## src/rtl/iova_pkg.sv

```systemverilog
`timescale 1ns/1ps
package iova_pkg;
    localparam int VA_W          = 32;
    localparam int PA_W          = 41;
    localparam int PG_SHIFT      = 13;
    localparam int ENT_W         = 64;
    localparam int SZ_W          = 3;
    localparam int MIN_WIN_LOG2  = 23;
    localparam int ENT_B_LOG2    = 3;
    localparam int REG_SEL_W     = 2;
    localparam int PPN_W         = PA_W - PG_SHIFT;
    localparam int VPN_W         = VA_W - PG_SHIFT;
    localparam int IDX_W         = MIN_WIN_LOG2 + (2**SZ_W - 1) - PG_SHIFT;

    // control register fields
    localparam int CTL_EN_BIT    = 0;
    localparam int CTL_SIZE_LO   = 16;

    // entry fields
    localparam int PTE_V_BIT     = 63;
    localparam int PTE_S_BIT     = 60;
    localparam int PTE_C_BIT     = 4;
    localparam int PTE_W_BIT     = 1;

    typedef logic [REG_SEL_W-1:0] regsel_t;
    localparam regsel_t SEL_CTL   = 2'd0;
    localparam regsel_t SEL_BASE  = 2'd1;
    localparam regsel_t SEL_FLUSH = 2'd2;

    typedef enum logic [1:0] {
        FLT_NONE    = 2'd0,
        FLT_RANGE   = 2'd1,
        FLT_INVALID = 2'd2,
        FLT_WPROT   = 2'd3
    } fault_e;

    typedef enum logic {
        ST_IDLE  = 1'b0,
        ST_FETCH = 1'b1
    } st_e;

    typedef struct packed {
        logic             valid;
        logic             stream;
        logic             cache;
        logic             write;
        logic [PPN_W-1:0] ppn;
    } pte_t;

    function automatic pte_t pte_decode(input logic [ENT_W-1:0] raw);
        pte_t p;
        p.valid  = raw[PTE_V_BIT];
        p.stream = raw[PTE_S_BIT];
        p.cache  = raw[PTE_C_BIT];
        p.write  = raw[PTE_W_BIT];
        p.ppn    = raw[PA_W-1:PG_SHIFT];
        return p;
    endfunction
endpackage

```

## src/rtl/iova_window.sv

```systemverilog
`timescale 1ns/1ps
module iova_window
    import iova_pkg::*;
(
    input  logic [SZ_W-1:0]  size_code,
    input  logic [VA_W-1:0]  va,
    output logic             in_win,
    output logic [IDX_W-1:0] idx
);
    logic [VA_W-1:0] base;
    logic [VA_W-1:0] off;
    logic            unused_off;

    // window ends at the top of the space and doubles downward per size step
    assign base       = {VA_W{1'b1}} << (MIN_WIN_LOG2 + int'(size_code));
    assign in_win     = (va >= base);
    assign off        = va - base;
    assign idx        = off[PG_SHIFT +: IDX_W];
    assign unused_off = ^{off[VA_W-1:PG_SHIFT+IDX_W], off[PG_SHIFT-1:0]};
endmodule

```

## src/rtl/iova_entry_chk.sv

```systemverilog
`timescale 1ns/1ps
module iova_entry_chk
    import iova_pkg::*;
(
    input  pte_t                pte,
    input  logic                is_write,
    input  logic [PG_SHIFT-1:0] pg_off,
    output fault_e              kind,
    output logic [PA_W-1:0]     pa,
    output logic                cacheable,
    output logic                streamable
);
    always_comb begin
        kind       = FLT_NONE;
        pa         = '0;
        cacheable  = 1'b0;
        streamable = 1'b0;
        if (!pte.valid) begin
            kind = FLT_INVALID;
        end else if (is_write && !pte.write) begin
            kind = FLT_WPROT;
        end else begin
            pa         = {pte.ppn, pg_off};
            cacheable  = pte.cache;
            streamable = pte.stream;
        end
    end
endmodule

```

## src/rtl/iova_last_cache.sv

```systemverilog
`timescale 1ns/1ps
module iova_last_cache
    import iova_pkg::*;
(
    input  logic             clk,
    input  logic             rst_n,
    input  logic             flush,
    input  logic             fill,
    input  logic [VPN_W-1:0] fill_tag,
    input  pte_t             fill_pte,
    input  logic [VPN_W-1:0] look_tag,
    output logic             hit,
    output pte_t             hit_pte
);
    typedef struct packed {
        logic             vld;
        logic [VPN_W-1:0] tag;
        pte_t             pte;
    } line_t;

    line_t line_d, line_q;

    always_comb begin
        line_d = line_q;
        if (fill) begin
            line_d.vld = 1'b1;
            line_d.tag = fill_tag;
            line_d.pte = fill_pte;
        end
        if (flush) begin
            line_d.vld = 1'b0;
        end
    end

    always_ff @(posedge clk) begin
        if (!rst_n) line_q <= '0;
        else        line_q <= line_d;
    end

    assign hit     = line_q.vld && (line_q.tag == look_tag);
    assign hit_pte = line_q.pte;
endmodule

```

## src/rtl/iova_xlate.sv

```systemverilog
`timescale 1ns/1ps
module iova_xlate
    import iova_pkg::*;
(
    input  logic                 clk,
    input  logic                 rst_n,
    input  logic                 reg_wr_en,
    input  logic [REG_SEL_W-1:0] reg_wr_sel,
    input  logic [ENT_W-1:0]     reg_wr_data,
    input  logic                 req_valid,
    output logic                 req_ready,
    input  logic [VA_W-1:0]      req_va,
    input  logic                 req_write,
    output logic                 mem_rd_en,
    output logic [PA_W-1:0]      mem_rd_addr,
    input  logic                 mem_rd_valid,
    input  logic [ENT_W-1:0]     mem_rd_data,
    output logic                 rsp_done,
    output logic                 rsp_fault,
    output logic [1:0]           rsp_fault_kind,
    output logic [PA_W-1:0]      rsp_pa,
    output logic                 rsp_cacheable,
    output logic                 rsp_streamable
);
    typedef struct packed {
        st_e                 st;
        logic                en;
        logic [SZ_W-1:0]     size;
        logic [PPN_W-1:0]    tbase;
        logic [VPN_W-1:0]    pend_tag;
        logic [PG_SHIFT-1:0] pend_off;
        logic                pend_wr;
        logic                mem_en;
        logic [PA_W-1:0]     mem_addr;
        logic                done;
        fault_e              kind;
        logic [PA_W-1:0]     pa;
        logic                c;
        logic                s;
    } state_t;

    state_t st_d, st_q;

    logic                win_ok;
    logic [IDX_W-1:0]    win_idx;
    logic                c_hit;
    pte_t                c_pte;
    logic                c_fill;
    logic                c_flush;
    logic                fetching;
    pte_t                chk_pte;
    logic                chk_wr;
    logic [PG_SHIFT-1:0] chk_off;
    fault_e              chk_kind;
    logic [PA_W-1:0]     chk_pa;
    logic                chk_c;
    logic                chk_s;
    logic                ctl_en_w;
    logic [SZ_W-1:0]     ctl_size_w;
    logic                unused_bits;

    iova_window u_window (
        .size_code (st_q.size),
        .va        (req_va),
        .in_win    (win_ok),
        .idx       (win_idx)
    );

    iova_last_cache u_cache (
        .clk      (clk),
        .rst_n    (rst_n),
        .flush    (c_flush),
        .fill     (c_fill),
        .fill_tag (st_q.pend_tag),
        .fill_pte (chk_pte),
        .look_tag (req_va[VA_W-1:PG_SHIFT]),
        .hit      (c_hit),
        .hit_pte  (c_pte)
    );

    // one checker serves both the cached entry and the fetched one
    assign fetching = (st_q.st == ST_FETCH);
    assign chk_pte  = fetching ? pte_decode(mem_rd_data) : c_pte;
    assign chk_wr   = fetching ? st_q.pend_wr  : req_write;
    assign chk_off  = fetching ? st_q.pend_off : req_va[PG_SHIFT-1:0];

    iova_entry_chk u_chk (
        .pte        (chk_pte),
        .is_write   (chk_wr),
        .pg_off     (chk_off),
        .kind       (chk_kind),
        .pa         (chk_pa),
        .cacheable  (chk_c),
        .streamable (chk_s)
    );

    always_comb begin
        st_d        = st_q;
        st_d.done   = 1'b0;
        st_d.mem_en = 1'b0;
        c_fill      = 1'b0;
        c_flush     = reg_wr_en && ((reg_wr_sel == SEL_CTL) ||
                                    (reg_wr_sel == SEL_BASE) ||
                                    (reg_wr_sel == SEL_FLUSH));
        if (reg_wr_en) begin
            case (reg_wr_sel)
                SEL_CTL: begin
                    st_d.en   = reg_wr_data[CTL_EN_BIT];
                    st_d.size = reg_wr_data[CTL_SIZE_LO +: SZ_W];
                end
                SEL_BASE: st_d.tbase = reg_wr_data[PA_W-1:PG_SHIFT];
                default: ;
            endcase
        end
        case (st_q.st)
            ST_IDLE: begin
                if (req_valid) begin
                    if (!st_q.en || !win_ok) begin
                        st_d.done = 1'b1;
                        st_d.kind = FLT_RANGE;
                        st_d.pa   = '0;
                        st_d.c    = 1'b0;
                        st_d.s    = 1'b0;
                    end else if (c_hit) begin
                        st_d.done = 1'b1;
                        st_d.kind = chk_kind;
                        st_d.pa   = chk_pa;
                        st_d.c    = chk_c;
                        st_d.s    = chk_s;
                    end else begin
                        st_d.st       = ST_FETCH;
                        st_d.mem_en   = 1'b1;
                        st_d.mem_addr = {st_q.tbase, {PG_SHIFT{1'b0}}}
                                      + PA_W'({win_idx, {ENT_B_LOG2{1'b0}}});
                        st_d.pend_tag = req_va[VA_W-1:PG_SHIFT];
                        st_d.pend_off = req_va[PG_SHIFT-1:0];
                        st_d.pend_wr  = req_write;
                    end
                end
            end
            ST_FETCH: begin
                if (mem_rd_valid) begin
                    st_d.st   = ST_IDLE;
                    st_d.done = 1'b1;
                    st_d.kind = chk_kind;
                    st_d.pa   = chk_pa;
                    st_d.c    = chk_c;
                    st_d.s    = chk_s;
                    c_fill    = chk_pte.valid;
                end
            end
            default: st_d.st = ST_IDLE;
        endcase
    end

    always_ff @(posedge clk) begin
        if (!rst_n) st_q <= '0;
        else        st_q <= st_d;
    end

    assign req_ready      = (st_q.st == ST_IDLE);
    assign mem_rd_en      = st_q.mem_en;
    assign mem_rd_addr    = st_q.mem_addr;
    assign rsp_done       = st_q.done;
    assign rsp_fault      = (st_q.kind != FLT_NONE);
    assign rsp_fault_kind = st_q.kind;
    assign rsp_pa         = st_q.pa;
    assign rsp_cacheable  = st_q.c;
    assign rsp_streamable = st_q.s;
    assign ctl_en_w       = st_q.en;
    assign ctl_size_w     = st_q.size;
    assign unused_bits    = ^{reg_wr_data[ENT_W-1:PA_W], reg_wr_data[PG_SHIFT-1:CTL_EN_BIT+1]};
endmodule

```

## config.mk

```make
export PLATFORM = sky130hd
export DESIGN_NAME = iova_xlate
export DESIGN_NICKNAME = d
export VERILOG_FILES = /design/src/rtl/iova_pkg.sv /design/src/rtl/iova_window.sv /design/src/rtl/iova_entry_chk.sv /design/src/rtl/iova_last_cache.sv /design/src/rtl/iova_xlate.sv
export SDC_FILE = /design/constraint.sdc
export NUM_CORES = 1
export LEC_CHECK = 0
export BUFFER_PORTS_ARGS = -buffer_cell sky130_fd_sc_hd__buf_4
export CORE_AREA = 2 2 204 206
export DETAILED_ROUTE_END_ITERATION = 6
export DIE_AREA = 0 0 206 208
export GPL_TIMING_DRIVEN = 0
export PLACE_DENSITY = 0.54
export SLEW_MARGIN = 25
export SYNTH_ARGS = -nofsm -noshare
export SYNTH_HDL_FRONTEND = slang
export SYNTH_SLANG_ARGS = --single-unit
```

## constraint.sdc

```tcl
create_clock -name clk -period 4.92 [get_ports clk]
set_input_delay 1.23 -clock clk [delete_from_list [all_inputs] [get_ports clk]]
set_output_delay 1.23 -clock clk [all_outputs]
set_load 0.01 [all_outputs]
```

## Word-level counts from Yosys, hierarchy flattened

Index checks and enable logic that the tools add are counted.

| word-level totals | value |
|---|---|
| output and inout bits | 90 |
| logic and storage cells | 78 |
| register bits after elaboration | 206 |
| bits of input ports | 168 |

| cells by class | value |
|---|---|
| order comparisons | 1 |
| reduce and logical (&&, ||, !) cells | 17 |
| multiplexer cells | 24 |
| shift-type cells | 1 |
| bitwise gates (word level) | 5 |
| $add $sub $neg | 3 |
| equal/unequal tests | 6 |

Operators by type and width:

| operator | count |
|---|---|
| $mux 46 | 4 |
| $pmux 46 s2 | 1 |
| $mux 41 | 2 |
| $mux 42 | 1 |
| $add 41x20->41 | 1 |
| $ge 32x32->1 | 1 |
| $mux 32 | 1 |
| $shl 32x6->32 const A | 1 |
| $sub 30x30->30 | 1 |
| $eq 19x19->1 | 1 |
| $mux 13 | 1 |
| $mux 1 | 11 |
| $add 5x3->6 const A | 1 |
| $not 1->1 | 5 |
| $mux 2 | 2 |
| $ne 2x2->1 const B | 2 |
| $reduce_and 2->1 | 2 |
| $reduce_and 4->1 | 1 |
| $reduce_or 4->1 | 1 |
| $logic_and 1x1->1 | 3 |
| $logic_not 1->1 | 3 |
| $logic_or 1x1->1 | 3 |
| $ne 3x1->1 const B | 1 |
| $reduce_and 3->1 | 1 |
| 6 further kinds | 6 |

## Longest topological paths before layout

| logic depth | value |
|---|---|
| depth in word-level cells | 9 |
| gate-level depth with buffers | 18 |
| gate-level depth less buffers | 17 |

## Hierarchy

From an unflattened synthesis, not the netlist that was laid out.

| unflattened totals | value |
|---|---|
| cell total of the unflattened synthesis | 1232 |
| area, all modules | 10896.7 µm² |

By module, submodules not included:

| module | instances | seq. area each (µm²) | cells an instance | area each (µm²) |
|---|---|---|---|---|
| iova_xlate | 1 | 3022.9 | 834 | 7332.0 |
| iova_last_cache | 1 | 1041.0 | 225 | 2396.0 |
| iova_window | 1 | 0.0 | 118 | 809.5 |
| iova_entry_chk | 1 | 0.0 | 55 | 359.1 |

## Worst setup path before layout

OpenSTA, ideal clock, no wires.

| timing | value |
|---|---|
| path kind | in2reg |
| start | input port req_va[23] |
| end | register st_q (netlist bit mem_rd_addr[33]) |
| path slack | 0.640 ns |
| path buffers | 1 |
| library setup time | 0.081 ns |
| arrival time | 4.199 ns |
| required time | 4.839 ns |
| stages on the path | 15 |
| path through | ha_1 o21a_1 o21a_1 o21ai_0 a21boi_0 or4_1 nand3_1 ha_1 nor2_1 nor2_1 clkbuf_1 nand3_1 or3_1 xnor2_1 a211oi_2 |

| between the ends | value |
|---|---|
| cells in the longest elaborated chain, start to end | 5 |
| elaborated cells between the ends (all ways) | 10 |
| those cells by class | add/sub (2); order compare (1); eq/ne (1); bitwise (2); reduce/logical (4) |

RTL lines:

| element | line | text |
|---|---|---|
| from (decl) | iova_xlate.sv:12 | `input logic [VA_W-1:0] req_va,` |
| parallel branches: the longest is 5 deep, another holds $add 41x20->41 | -- |  |
| to (signal assigned) | iova_xlate.sv:158 | `else st_q <= st_d;` |
| to (decl) | iova_xlate.sv:42 | `state_t st_d, st_q;` |

Parallel ways; which one is timed is not known.
A chain may end at the register's enable or synchronous reset.

## Final worst setup path

| timing | value |
|---|---|
| start | register st_q (netlist bit ctl_size_w[0]) |
| end | register st_q (netlist bit mem_rd_addr[33]) |

| between the ends | value |
|---|---|
| cells in the longest elaborated chain, start to end | 7 |
| elaborated cells between the ends (all ways) | 9 |
| those cells by class | add/sub (3); order compare (1); shift (1); bitwise (1); reduce/logical (3) |

RTL lines:

| element | line | text |
|---|---|---|
| $add 5x3->6 * | iova_window.sv:15 | `assign base = {VA_W{1'b1}} << (MIN_WIN_LOG2 + int'(size_code));` |
| $shl 32x6->32 * | iova_window.sv:15 |  |
| parallel branches: the longest is 5 deep, another holds $add 41x20->41 | -- |  |

Mark *: on every way between the ends.

==> run_results.csv <==
group,metric,value,unit
logic_synthesis,synth-seq-cells,203,
cts,htree_levels,1,
floorplanning,fp.dieH,208,um
cts,clk_path_buf_depth,3,
global_route,number_of_antenna_violations_at_the_first_check_in_global_routing,1,
critical_path,cp.arrival,4.99,ns
power,cell_internal_pwr,3.037,mW
power,power.share.clock,49.7,%
critical_path,critPathTopFamily,"simple AND/OR/NAND/NOR gates",
logic_synthesis,synthesis.instances,1116,
cts,tritoncts,"yes",
floorplanning,design.core.area,40550,sq um
place,dpl_worst_slack,-0.1537,ns
floorplanning,num_io_pins,258,
place,half_perimeter_wire_length_after_placement,24.12,mm
power,cellLeakagePower,4.912,nW
sta,finClkSkew,0.009644,ns
global_route,grt.total_usage,14.40,%
final_layout,layout.cells.non_filler,1885,
place,finalWeightedCongestion,0.8431,
global_route,overflow,0,
sta,max_slew.worst_pin.slew,0.7691,ns
cts,root_buffer,"clkbuf_16",
final_layout,drive_above_1_share,30.55,%
sta,clock.fmax,216.9,MHz
logic_synthesis,yosys.area.top_type,"dfxtp_1",
critical_path,setup.worst_path.start_class,"register",
final_layout,area_delta_synth_final,30.00,%
critical_path,worstPathCellList,"inv_1 > ha_1 > xnor2_1 > a21oi_1 > ha_1 > o21a_1 > o21ai_0 > a21boi_0 > or4_1 > nand3_1 > ha_1 > nor2_1 > nor2_1 > clkbuf_2 > nand3_1 > or3_1 > xnor2_1 > a211oi_2",
logic_synthesis,ys_async_sr_fraction,0,%
logic_synthesis,yosysUniqueCellTypes,65,
logic_synthesis,synth.cell_area,10050,sq um
logic_synthesis,synth-edff-count,0,
floorplanning,initial_utilization,24.79,%
routing,vias_per_cell,4.542,
sta,max_slew_margin,48.73,%
global_route,grt_first_pass_wirelength,47.93,mm
routing,post-route-drc-count,0,
cts,cts-buffers-inserted,26,
sta,setup_tns,0,ns
routing,postRouteWirelength,31.63,mm
critical_path,highest_cell_delay_on_the_worst_timing_path,0.42,ns
logic_synthesis,synth.yosys.warnings,0,
routing,first_iter_violations,503,
power,switching_share,24.73,%
cts,cts.clk_slew.worst_paths,0.06,ns
final_layout,finalCoreUtilization,32.23,%
sta,setup_viol,0,
floorplanning,fp.dieArea,42850,sq um
critical_path,required_time_reported_for_the_critical_path_endpoint,5.30,ns
critical_path,end_kind,"register",
critical_path,timing.critical_path.slowest_stage_cell,"or4_1",
sta,final_max_slew_viol_count,0,
floorplanning,rows,74,
critical_path,setup.worst_path.class,"register to register",
logic_synthesis,avgSynthCellArea,9.010,sq um
run,max_cap_viol_count,0,
power,combinationalPowerShare,9.0,%
floorplanning,die_width,206,um
cts,clock_sink_count,203,
sta,final.setup.worst_slack,0.3105,ns
min_path,worstHoldPathType,"register to register",
sta,fin_crit,4.610,ns
status,status,"completed",
global_route,largest_net_degree_at_the_start_of_global_routing,14,
power,net-switching-power,0.9977,mW
place,dp_cells,1837,
logic_synthesis,ys.flop_type,"dfxtp_1",
power,finalPower,4.035,mW
logic_synthesis,netlist_top_cells_area,"dfxtp_1 40%, a21oi_1 8.1%, buf_4 6.6%",
routing,antenna_left,0,
critical_path,critical-path-top-cell-by-count,"ha_1",
logic_synthesis,synth.top_cell.area_share,40.42,%
power,power_frac_seq,41.3,%
sta,period_share,93.69,%
place,buffer_ports.inserted,187,
cts,worstSkewPairLatency,0.54,ns
critical_path,crit_buf_inv,2,
global_route,grt_pass1_vias,8437,
sta,hold_viol,0,
sta,rsz_0062_raised_after_global_routing,"false",
power,p_per_area,308.7,nW/um^2
critical_path,worstPathMaxFanout,10,
routing,routed_wire_length_per_instance,16.78,um
logic_synthesis,synth-seq-area-share,40.42,%
cts,post_cts_buffers,0,
final_layout,layout.nets,1521,
power,ir_worst_vdd,234.0,uV
routing,drt-pass1-iter-count,5,
routing,vias,8562,
synthesized netlist by cell type (19+ instances only):
cell and n:
a211oi_2 19, a21oi_1 162, buf_4 89, clkbuf_1 42
dfxtp_1 203, ha_1 19, mux2i_1 47, nand2_1 166
nand3_1 55, nor2_1 28, o21ai_0 36, o2bb2ai_2 40
xnor2_1 28, xor2_1 26
placed cells by master (no fill, tap or decap), types with 4 or more instances in the layout:
cell type	count
a211oi_1	9
buf_2	5
o2bb2ai_2	40
nor3_1	12
dfxtp_1	203
clkbuf_1	43
o21a_1	5
nor2_1	27
nand3_1	55
inv_1	13
xnor2_1	28
mux2i_1	47
clkbuf_8	7
o2bb2ai_1	4
clkbuf_16	27
a211oi_2	19
nand4_1	14
nor4_1	5
clkinvlp_4	4
nand2_1	166
o21ai_0	36
xor2_1	26
o21ai_1	16
buf_6	9
a21oi_1	162
buf_4	276
buf_1	8
ha_1	19
state kept, by name, indices dropped and copies added, names as in the netlist:
register         count
rsp_fault_kind       2
rsp_done             1
fetching             1
u_cache.line_q      20
rsp_streamable       1
st_q                61
ctl_size_w           3
rsp_pa              41
ctl_en_w             1
rsp_cacheable        1
u_cache.hit_pte     32
mem_rd_en            1
mem_rd_addr         38
final cells by class:
| cell class | count | area (sq um) |
|---|---|---|
| well taps | 532 | 665.6 |
| inverters | 13 | 48.80 |
| diodes | 1 | 2.502 |
| fillers | 4279 | 27480 |
| multi-input cells | 743 | 4923 |
| clock inverters | 13 | 161.4 |
| plain buffers | 159 | 1050 |
| clock buffers | 34 | 752.0 |
| flip-flops and latches | 203 | 4064 |
| repair buffers | 187 | 1404 |
stage by stage:
stage,hold WS (ns),area [sq um]
after floorplan,0.4284,10060
after global placement,0.4328,12130
after detailed placement,0.4443,12140
after CTS,0.4523,13050
after global routing,0.4660,13070
final,0.4515,13070
per-layer routing:
| metal | global-route usage, % | up-vias | part of all wire (%) |
|---|---|---|---|
| li1 | - | 4263 | - |
| met1 | 18.91 | 4042 | 45 |
| met2 | 23.76 | 194 | 47 |
| met3 | 2.193 | 63 | 4.6 |
| met4 | 5.271 | 0 | 3.6 |
| met5 | 0 | - | 0 |
worst register-to-register path, delay by kind of cell, from the launching register on:
| kind | cells | cell delay, ns |
|---|---|---|
| XOR/XNOR | 2 | 0.58 |
| AND/OR/NAND/NOR | 6 | 1.48 |
| flip-flops | 1 | 0.41 |
| AO/OA/AOI/OAI | 5 | 0.79 |
| adder cells (fa/ha/maj) | 3 | 0.82 |
| buffers and inverters | 2 | 0.38 |
timing repair:
action | in CTS | in global routing
hold buffers | 0 | 0
resized for setup | 1 | 5
endpoints found under the setup margin | 1 | 7
power groups by stage:
stage | combinational [mW] | clock, mW | sequential (mW)
3_3_place_gp | 0.358 | 0 | 1.70
5_1_grt | 0.398 | 2.11 | 1.67
4_1_cts | 0.363 | 2.06 | 1.67
3_5_place_dp | 0.361 | 0 | 1.70
2_1_floorplan | 0.196 | 0 | 1.70
6_report | 0.365 | 2.00 | 1.67
worst paths after layout:
path | end | cells past startpoint | startpoint | slack [ns]
min reg2reg | u_cache.line_q[38] | 2 | st_q[108] | 0.45
min | u_cache.line_q[38] | 2 | st_q[108] | 0.45
max | mem_rd_addr[33] | 18 | ctl_size_w[0] | 0.31
max reg2reg | mem_rd_addr[33] | 18 | ctl_size_w[0] | 0.31
kinds of logic (layout without fill, tap and decap cells):
| group | Yosys count | count (layout) | synth area share [%] |
|---|---|---|---|
| flops | 203 | 203 | 40.42 |
| xor+xnor | 54 | 54 | 4.704 |
| buf+inv | 172 | 406 | 10.91 |
| mux | 47 | 47 | 4.679 |
| other cells | 1 | 4 | 0.03730 |
| fa+ha+maj | 20 | 20 | 2.563 |
| compound gates | 309 | 309 | 22.39 |
| simple gates | 310 | 310 | 14.30 |
No activity file was read; power rests on OpenSTA's default activity.
